===== config.mk =====
export PLATFORM = sky130hd
export DESIGN_NAME = i2c_mem_target
export DESIGN_NICKNAME = d
export VERILOG_FILES = /design/src/rtl/i2c_mem_pkg.sv /design/src/rtl/i2c_line_sync.sv /design/src/rtl/i2c_mem_store.sv /design/src/rtl/i2c_mem_target.sv
export SDC_FILE = /design/constraint.sdc
export NUM_CORES = 2
export LEC_CHECK = 0
export ABC_AREA = 1
export BUFFER_PORTS_ARGS = -buffer_cell sky130_fd_sc_hd__buf_2
export CAP_MARGIN = 20
export CORE_UTILIZATION = 40
export DETAILED_ROUTE_END_ITERATION = 8
export HOLD_SLACK_MARGIN = 0.08
export PLACE_DENSITY = 0.5
export SLEW_MARGIN = 20
export SYNTH_ARGS = -nofsm -noshare
export SYNTH_HDL_FRONTEND = slang
export SYNTH_HIERARCHICAL = 1
export SYNTH_SLANG_ARGS = --single-unit

===== constraint.sdc =====
create_clock -name clk -period 1.2 [get_ports clk]
set_input_delay 0.24 -clock clk [delete_from_list [all_inputs] [get_ports clk]]
set_output_delay 0.24 -clock clk [all_outputs]
set_load 0.05 [all_outputs]

===== src/rtl/i2c_mem_pkg.sv =====
package i2c_mem_pkg;

  // Bit-level bus position of the target.
  typedef enum logic [2:0] {
    ST_IDLE,     // waiting for START
    ST_RX,       // shifting in a byte from the master
    ST_RX_DONE,  // eight bits in, decide on the falling edge
    ST_RX_ACK,   // target pulls SDA for the ninth clock
    ST_TX,       // shifting a byte out to the master
    ST_TX_ACK,   // waiting for the master's ninth bit
    ST_TX_NEXT,  // master acknowledged, load next byte on fall
    ST_NACKED    // master refused, silent until START
  } bus_state_t;

  // Meaning of the next byte within a transfer.
  typedef enum logic [1:0] {
    PH_DEV,
    PH_WORD,
    PH_WDATA,
    PH_READ
  } phase_t;

endpackage


===== src/rtl/i2c_line_sync.sv =====
module i2c_line_sync #(
  parameter int STAGES = 2
) (
  input  logic clk,
  input  logic rst_n,
  input  logic line_i,
  output logic level_o,
  output logic rise_o,
  output logic fall_o
);

  logic [STAGES-1:0] pipe_q;
  logic              prev_q;

  // Idle bus level is high, so the chain resets to ones.
  always_ff @(posedge clk or negedge rst_n) begin
    if (!rst_n) begin
      pipe_q <= '1;
      prev_q <= 1'b1;
    end else begin
      pipe_q <= {pipe_q[STAGES-2:0], line_i};
      prev_q <= pipe_q[STAGES-1];
    end
  end

  assign level_o = pipe_q[STAGES-1];
  assign rise_o  = pipe_q[STAGES-1] & ~prev_q;
  assign fall_o  = ~pipe_q[STAGES-1] & prev_q;

endmodule


===== src/rtl/i2c_mem_store.sv =====
module i2c_mem_store #(
  parameter int DEPTH = 512,
  parameter int AW    = $clog2(DEPTH)
) (
  input  logic          clk,
  input  logic          we_i,
  input  logic [AW-1:0] waddr_i,
  input  logic [7:0]    wdata_i,
  input  logic [AW-1:0] raddr_i,
  output logic [7:0]    rdata_o
);

  logic [7:0] cells [DEPTH];

  always_ff @(posedge clk) begin
    if (we_i) begin
      cells[waddr_i] <= wdata_i;
    end
  end

  assign rdata_o = cells[raddr_i];

endmodule


===== src/rtl/i2c_mem_target.sv =====
module i2c_mem_target
  import i2c_mem_pkg::*;
#(
  parameter int         MEM_BYTES   = 512,
  parameter int         PAGE_BYTES  = 16,
  parameter logic [7:0] DEV_MATCH   = 8'hA0,
  parameter logic [7:0] DEV_MASK    = 8'hF0,
  parameter logic [2:0] HI_MASK     = 3'b001,
  parameter int         SYNC_STAGES = 2
) (
  input  logic clk,
  input  logic rst_n,
  input  logic scl_i,
  input  logic sda_i,
  output logic sda_oe_o
);

  localparam int          AW    = $clog2(MEM_BYTES);
  localparam int          PW    = $clog2(PAGE_BYTES);
  localparam logic [AW-1:0] PMASK = AW'(PAGE_BYTES - 1);

  // Reset: asserted asynchronously, released on the clock.
  logic [1:0] rst_pipe_q;
  logic       rst_int_n;

  always_ff @(posedge clk or negedge rst_n) begin
    if (!rst_n) rst_pipe_q <= 2'b00;
    else        rst_pipe_q <= {rst_pipe_q[0], 1'b1};
  end
  assign rst_int_n = rst_pipe_q[1];

  // Line synchronisers, index 0 = SCL, 1 = SDA.
  logic [1:0] line_in, line_lvl, line_rise, line_fall;
  assign line_in = {sda_i, scl_i};

  for (genvar g = 0; g < 2; g++) begin : g_sync
    i2c_line_sync #(.STAGES(SYNC_STAGES)) sync_i (
      .clk    (clk),
      .rst_n  (rst_int_n),
      .line_i (line_in[g]),
      .level_o(line_lvl[g]),
      .rise_o (line_rise[g]),
      .fall_o (line_fall[g])
    );
  end

  logic scl_lvl, scl_rise, scl_fall, sda_lvl, bus_start, bus_stop;
  assign scl_lvl   = line_lvl[0];
  assign scl_rise  = line_rise[0];
  assign scl_fall  = line_fall[0];
  assign sda_lvl   = line_lvl[1];
  assign bus_start = line_fall[1] & scl_lvl;
  assign bus_stop  = line_rise[1] & scl_lvl;

  // State
  bus_state_t    st_q, st_d;
  phase_t        ph_q, ph_d;
  logic [2:0]    cnt_q, cnt_d;
  logic [7:0]    sh_q, sh_d;
  logic [AW-1:0] addr_q, addr_d;
  logic [2:0]    hi_q, hi_d;
  logic          oe_q, oe_d;
  logic          mem_we, tx_load, dev_reject, dev_hit;
  logic [7:0]    rd_data;
  logic [10:0]   ext_addr;
  logic [AW-1:0] word_addr, page_next;

  assign dev_hit   = ((sh_q & DEV_MASK) == (DEV_MATCH & DEV_MASK));
  assign ext_addr  = {hi_q, sh_q};
  assign word_addr = AW'(ext_addr);
  assign page_next = (addr_q & ~PMASK) | (AW'(addr_q + 1'b1) & PMASK);

  i2c_mem_store #(.DEPTH(MEM_BYTES), .AW(AW)) store_i (
    .clk    (clk),
    .we_i   (mem_we),
    .waddr_i(addr_q),
    .wdata_i(sh_q),
    .raddr_i(addr_q),
    .rdata_o(rd_data)
  );

  always_comb begin
    st_d       = st_q;
    ph_d       = ph_q;
    cnt_d      = cnt_q;
    sh_d       = sh_q;
    addr_d     = addr_q;
    hi_d       = hi_q;
    oe_d       = oe_q;
    mem_we     = 1'b0;
    tx_load    = 1'b0;
    dev_reject = 1'b0;
    if (bus_start) begin
      st_d  = ST_RX;
      ph_d  = PH_DEV;
      cnt_d = '0;
      oe_d  = 1'b0;
    end else if (bus_stop) begin
      st_d = ST_IDLE;
      ph_d = PH_DEV;
      oe_d = 1'b0;
    end else begin
      unique case (st_q)
        ST_RX: if (scl_rise) begin
          sh_d  = {sh_q[6:0], sda_lvl};
          cnt_d = 3'(cnt_q + 1'b1);
          if (cnt_q == 3'd7) st_d = ST_RX_DONE;
        end
        ST_RX_DONE: if (scl_fall) begin
          st_d = ST_RX_ACK;
          oe_d = 1'b1;
          unique case (ph_q)
            PH_DEV: begin
              if (dev_hit) begin
                ph_d = sh_q[0] ? PH_READ : PH_WORD;
                if (!sh_q[0]) hi_d = sh_q[3:1] & HI_MASK;
              end else begin
                dev_reject = 1'b1;
                st_d       = ST_IDLE;
                oe_d       = 1'b0;
              end
            end
            PH_WORD: begin
              addr_d = word_addr;
              ph_d   = PH_WDATA;
            end
            default: begin
              mem_we = 1'b1;
              addr_d = page_next;
            end
          endcase
        end
        ST_RX_ACK: if (scl_fall) begin
          oe_d  = 1'b0;
          cnt_d = '0;
          if (ph_q == PH_READ) tx_load = 1'b1;
          else                 st_d    = ST_RX;
        end
        ST_TX: if (scl_fall) begin
          if (cnt_q == 3'd7) begin
            oe_d = 1'b0;
            st_d = ST_TX_ACK;
          end else begin
            sh_d  = {sh_q[6:0], 1'b0};
            oe_d  = ~sh_q[6];
            cnt_d = 3'(cnt_q + 1'b1);
          end
        end
        ST_TX_ACK: if (scl_rise) begin
          st_d = sda_lvl ? ST_NACKED : ST_TX_NEXT;
        end
        ST_TX_NEXT: if (scl_fall) begin
          tx_load = 1'b1;
        end
        default: ;
      endcase
      if (tx_load) begin
        sh_d   = rd_data;
        oe_d   = ~rd_data[7];
        addr_d = AW'(addr_q + 1'b1);
        cnt_d  = '0;
        st_d   = ST_TX;
      end
    end
  end

  always_ff @(posedge clk or negedge rst_int_n) begin
    if (!rst_int_n) begin
      st_q   <= ST_IDLE;
      ph_q   <= PH_DEV;
      cnt_q  <= '0;
      sh_q   <= '0;
      addr_q <= '0;
      hi_q   <= '0;
      oe_q   <= 1'b0;
    end else begin
      st_q   <= st_d;
      ph_q   <= ph_d;
      cnt_q  <= cnt_d;
      sh_q   <= sh_d;
      addr_q <= addr_d;
      hi_q   <= hi_d;
      oe_q   <= oe_d;
    end
  end

  assign sda_oe_o = oe_q;

endmodule


Word level (Yosys, flattened, before mapping)
Memories as Yosys holds them, arrays and structs flattened.
Cells that the tools add are included.
{ "classes": {"n_addsub": 2, "eq_ne": 28, "n_mux": 62, "n_bitwise": 16, "reduce_logical": 18} }
{ "ops": {"columns": ["operator", "count"], "rows": [
  ["$mux W3", 18],
  ["$mux W8", 4],
  ["$mux W9", 3],
  ["$ne A5 B4 Y1 const B", 5],
  ["$mux W1", 22],
  ["$pmux W9 S2", 1],
  ["$mux W2", 8],
  ["$pmux W8 S2", 1],
  ["$ne A5 B5 Y1 const B", 3],
  ["$pmux W3 S5", 1],
  ["$eq A3 B3 Y1 const B", 4],
  ["$ne A4 B3 Y1 const B", 3],
  ["$reduce_and A6 Y1", 2],
  ["$add A9 B1 Y9 const B", 1],
  ["$not A1 Y1", 9],
  ["$or A9 B4 Y9", 1],
  ["$pmux W3 S3", 1],
  ["$reduce_and A9 Y1", 1],
  ["$reduce_bool A3 Y1", 3],
  ["$ne A4 B4 Y1 const B", 2],
  ["$reduce_and A4 Y1", 2],
  ["$reduce_bool A8 Y1", 1],
  ["$reduce_and A7 Y1", 1],
  ["$and A1 B1 Y1", 6],
  ["19 further kinds", 23]
]} }
{ "word_totals": {"regBits": 35, "ramBits": 4096, "input_bits": 4, "output_inout_bits": 1, "elab_cells": 139, "mem_count": 1} }
{ "mem_list": {"columns": ["name", "depth", "width", "rd", "rd_clocked_by_memory_dff", "write_ports", "line_no", "source"], "rows": [
  ["store_i.cells", 512, 8, 1, 0, 1, "i2c_mem_store.sv:13", "logic [7:0] cells [DEPTH];"]
]} }

Longest topological paths before layout
{ "logic_depth": {"word_depth": 9, "ltp_mapped": 19, "depth_no_buf": 15} }

Hierarchy
The synthesis kept the hierarchy.
{ "by_module_without_submodules": {"columns": ["module", "n_inst", "cells_per_inst", "area_per_inst_um2", "seq_area_each_um2"], "rows": [
  ["i2c_mem_store", 1, 13883, 166568.5, 122998.0],
  ["i2c_mem_target", 1, 296, 1933.1, 725.7],
  ["i2c_line_sync", 2, 7, 93.8, 78.8]
]} }

Least setup slack after synthesis
OpenSTA, ideal clock, no wires.
{ "synth_timing": {"path_type": "register to register", "from": "register sh_q[6]", "to": "memory store_i.cells[0][6], data pin", "setup_ns": 1.411, "arrival_ns": 6.093, "required_ns": -0.211, "slack_ns": -6.304, "stages_incl_launch_ff": 1, "n_path_buf": 0, "period_less_slack_ns": 7.504, "cell_sequence": "dfrtp_1"} }
{ "synth_lines": {"columns": ["item", "line_no", "source"], "rows": [
  ["start: declaration", "i2c_mem_target.sv:59", "logic [7:0] sh_q, sh_d;"],
  ["start signal: assignment", "i2c_mem_target.sv:172", "sh_q <= '0;"],
  ["start signal: assignment", "i2c_mem_target.sv:180", "sh_q <= sh_d;"],
  ["end: declaration", "i2c_mem_store.sv:13", null]
]} }
No word-level cell before the write port.

Worst setup path after layout
{ "layout_timing": {"from": "register addr_q[0]", "to": "register sh_q[6]"} }
{ "layout_via": {"elab_chain_len": 2} }
{ "layout_lines": {"columns": ["item", "line_no", "source"], "rows": [
  ["start: declaration", "i2c_mem_target.sv:60", "logic [AW-1:0] addr_q, addr_d;"],
  ["start signal: assignment", "i2c_mem_target.sv:181", "addr_q <= addr_d;"],
  ["$mem_v2 Z512 W8", null, null],
  ["net rd_data[6]", "i2c_mem_target.sv:64", "logic [7:0] rd_data;"],
  ["$mux W8", "i2c_mem_target.sv:157", "if (tx_load) begin"]
]} }
The timed path passes the listed nets, and every way through them passes these cells.
A chain may end at the register's enable or synchronous reset.

==> metrics.log <==
INFO  metric ctsLongestPathBuffers = 4
INFO  metric ys.warnings.count = 6
INFO  metric r2r-end = sh_q[6]$_DFFE_PN0P_
INFO  metric synth_area_per_cell = 11.89 sq um
INFO  metric drtAntennaViolNets = 0
INFO  metric drc = 0
INFO  metric synthFlopType = sky130_fd_sc_hd__edfxtp_1
INFO  metric grt_pass1_wl = 767.7 mm
INFO  metric synthArstFlopShare = 0.8473%
INFO  metric critical_path.endpoint_type = register
INFO  metric gp_congestion = 0.8987
INFO  metric leakagePower = 76.22 nW
INFO  metric fin_setup_tns = -6340.34 ns
INFO  metric r2r_slack = -1.80 ns
INFO  metric num_rows = 238
INFO  metric final_slew_violations = 0
INFO  metric max_clock_freq = 333.3 MHz
INFO  metric synth_seq_cells = 4131
INFO  metric dpl.hpwl = 337.0 mm
INFO  metric cts_tree = done
INFO  metric most_common_cell_after_layout_fill_and_taps_aside = sky130_fd_sc_hd__nand2_1
INFO  metric period_minus_slack = 3.000 ns
INFO  metric cts_bufs_inserted = 443
INFO  metric cp_max_fo = 33
INFO  metric grt-ovfl-total = 0
INFO  metric r2r_start = addr_q[0]$_DFFE_PN0P_
INFO  metric antenna_found_initial = 12
INFO  metric unrepaired_setup_endpoints_after_global_routing = yes
INFO  metric violated_checks = setup timing
INFO  metric pre_cts_ws = -2.150 ns
INFO  metric detail_route.vias_per_cell = 5.363
INFO  metric final.period_utilization = 250.0%
INFO  metric core_area = 419900 sq um
INFO  metric ys_types = 31
INFO  metric max_slew_margin = 45.80%
INFO  metric crit_path_start_kind = register
INFO  metric layout_nets = 15625
INFO  metric die_h = 651.4 um
INFO  metric setup_viol = 7860
INFO  metric routed_wl = 539.4 mm
INFO  metric power.ir.vdd_worst = 1.564 mV
INFO  metric clkSinkCount = 4131
INFO  metric synth_sequential_area_ratio = 73.44%
INFO  metric die_w = 651.4 um
INFO  metric grt_pass1_vias = 110332
INFO  metric worst_slack = -1.800 ns
INFO  metric power.density_cell_area = 1593 nW/um^2
INFO  metric timing_worst_setup_path_type = register to register
INFO  metric insertion_delay = 1.00 ns
INFO  metric mappedNetlistNets = 14200
INFO  metric synth-edff-count = 4096
INFO  metric tightestPinTransition = 0.8100 ns
INFO  metric status = finished with violations
INFO  metric cpMaxStageDelayCell = sky130_fd_sc_hd__dfrtp_4
INFO  metric worst_clock_skew = 0.05884 ns
INFO  metric floorplan.die_area = 424300 sq um
INFO  metric start_util = 40.18%
INFO  metric drive_above_1_share = 19.36%
INFO  metric firstDrtPassIters = 6
INFO  metric worst_path_arrival_time = 3.89 ns
INFO  metric ios = 5
INFO  metric worst_r2r_path_depth = 20
INFO  metric netlist_instances = 14193
INFO  metric finalHoldViolations = 0
INFO  metric max_capacitance_violation_count = 0
INFO  metric routed-via-count = 115358
INFO  metric grt_util_all_layers = 24.39%
INFO  metric syn-cell-area = 168700 sq um
INFO  metric cts.reportedPaths.clkPinSlew = 0.06 ns
INFO  metric initialDrtViolationCount = 11372
INFO  metric clock_tree.htree_level_count = 5
INFO  metric layout-area-overhead-vs-synth = 24.24%
INFO  metric timing.critical_path.cells = buf_4 -> buf_8 -> buf_12 -> buf_12 -> buf_12 -> nand2_1 -> nand3_1 -> nand3_1 -> nand3_1 -> nand3_2 -> nand3_2 -> nand3_2 -> buf_4 -> nand3_1 -> nand3_1 -> nand2_1 -> nand2_1 -> o21ai_0 -> nand3_1 -> nand2_1
INFO  metric clockRootBuffer = sky130_fd_sc_hd__clkbuf_16
INFO  metric worst_hold_check_path_type = register to async pin
INFO  metric wl_per_cell = 25.08 um
INFO  metric layout.cells.most_common_list = sky130_fd_sc_hd__nand2_1 (4251), sky130_fd_sc_hd__edfxtp_1 (4096), sky130_fd_sc_hd__nand3_1 (3719)
INFO  metric critical-path-max-stage-delay = 0.52 ns
INFO  metric portBuffers = 4
INFO  metric path_common_cell = sky130_fd_sc_hd__nand3_1
INFO  metric grt_max_degree = 107
INFO  metric worst_ep_required_time = 2.09 ns
==> worst max path at each step <==
stage | depth (start not counted) | endpoint | startpoint | slack (ns)
2_1_floorplan | 6 | ph_q[0]$_DFFE_PN0P_ | sh_q[7]$_DFFE_PN0P_ | -1.92
3_3_place_gp | 18 | sh_q[6]$_DFFE_PN0P_ | addr_q[0]$_DFFE_PN0P_ | -2.16
3_5_place_dp | 18 | sh_q[6]$_DFFE_PN0P_ | addr_q[0]$_DFFE_PN0P_ | -2.15
4_1_cts | 19 | sh_q[7]$_DFFE_PN0P_ | addr_q[0]$_DFFE_PN0P_ | -1.83
5_1_grt | 19 | sh_q[1]$_DFFE_PN0P_ | addr_q[0]$_DFFE_PN0P_ | -1.84
6_report | 20 | sh_q[6]$_DFFE_PN0P_ | addr_q[0]$_DFFE_PN0P_ | -1.80
==> state kept, by name, summed over array words and instances (netlist names) <==
| signal | flops |
|---|---|
| g_sync.sync_i/prev_q | 2 |
| ph_q | 2 |
| cnt_q | 3 |
| sda_oe_o | 1 |
| st_q | 3 |
| rst_pipe_q | 2 |
| store_i/cells | 4096 |
| hi_q | 1 |
| addr_q | 9 |
| sh_q | 8 |
| g_sync.sync_i/pipe_q | 4 |
==> power by group <==
group / internal, mW / leakage, nW / switching, mW
logic: 7.75 / 31.9 / 20.7
registers: 172 / 37.5 / 0.465
clock network: 76.0 / 6.85 / 57.0
total: 256 / 76.2 / 78.2
==> worst max-delay path: cells and delay by family, from the launching register on <==
family	cells	cell delay (ns)
buffers and inverters	6	0.96
AO/OA/AOI/OAI	1	0.07
flip-flops	1	0.52
AND/OR/NAND/NOR	13	1.26
==> area by class of cell <==
class                   instances  area, sq um
fillers                     36804       210300
diodes                          3        7.507
flip-flops and latches       4131       123900
inverters                      83        381.6
clock inverters               256         2256
repair buffers               1965        22380
multi-input cells            8991        41930
clock buffers                 556        11750
repair inverters                3        36.28
well taps                    5520         6907
==> what timing repair did <==
| action | 4_1_cts | 5_1_grt |
|---|---|---|
| pin swaps | 15 | 67 |
| hold buffers | 7 | 0 |
| buffers inserted | 35 | 49 |
| endpoints found under the setup margin | 7901 | 7986 |
| cloned | 11 | 43 |
| endpoints found under the hold margin | 4 | 0 |
| gates resized for setup | 185 | 556 |
==> through the flow <==
step | utilization [%] | cell area (sq um) | instances | power [mW] | hold WS, ns
3_3_place_gp | 45.17 | 189700 | 20552 | 203.8 | 0.03401
5_1_grt | 49.91 | 209600 | 21506 | 342.7 | 0.2863
4_1_cts | 48.91 | 205300 | 21417 | 336.4 | 0.2752
2_1_floorplan | - | 168700 | 14193 | 180.4 | -0.05559
6_report | 49.91 | 209600 | 21508 | 333.9 | 0.2613
3_5_place_dp | 45.17 | 189700 | 20552 | 204.1 | 0.03284
==> kinds of logic after synthesis <==
kind of cell               Yosys count  share of synthesized area, %
adders and majority gates            3                       0.02225
DFF                               4131                         73.44
xor gates and xnor gates             1                      0.005193
and+or+nand+nor                   8961                         23.05
other                                1                      0.002223
buffers and inverters             1071                         3.409
AOI/OAI and AO/OA                   25                       0.07639
==> cell usage after synthesis (3+ instances only) <==
library cell               number  share of area (%)
sky130_fd_sc_hd__nor3_1        14              0.042
sky130_fd_sc_hd__buf_4        124               0.55
sky130_fd_sc_hd__buf_1         82               0.18
sky130_fd_sc_hd__nand4_1        8              0.030
sky130_fd_sc_hd__nand3_1     4122                 12
sky130_fd_sc_hd__o21ai_0       17              0.050
sky130_fd_sc_hd__a21oi_1        5              0.015
sky130_fd_sc_hd__nand2_1     4269                9.5
sky130_fd_sc_hd__ha_1           3              0.022
sky130_fd_sc_hd__nor2_1       537                1.2
sky130_fd_sc_hd__inv_1         72               0.16
sky130_fd_sc_hd__dfstp_2        6              0.093
sky130_fd_sc_hd__dfrtp_1       29               0.43
sky130_fd_sc_hd__edfxtp_1    4096                 73
sky130_fd_sc_hd__buf_2        520                1.5
sky130_fd_sc_hd__buf_8          4              0.036
sky130_fd_sc_hd__buf_6         73               0.49
sky130_fd_sc_hd__nand2_2        6              0.022
sky130_fd_sc_hd__clkbuf_1     184               0.41
sky130_fd_sc_hd__inv_2          9              0.020
==> per-layer routing <==
metal,track usage (%),up-vias,routed length (um)
met5,0,-,0
met4,7.652,0,17300
met3,3.001,787,33950
met2,39.22,3793,252700
met1,34.60,57345,235400
li1,-,53433,-
Power figures use the tool's default switching activity.
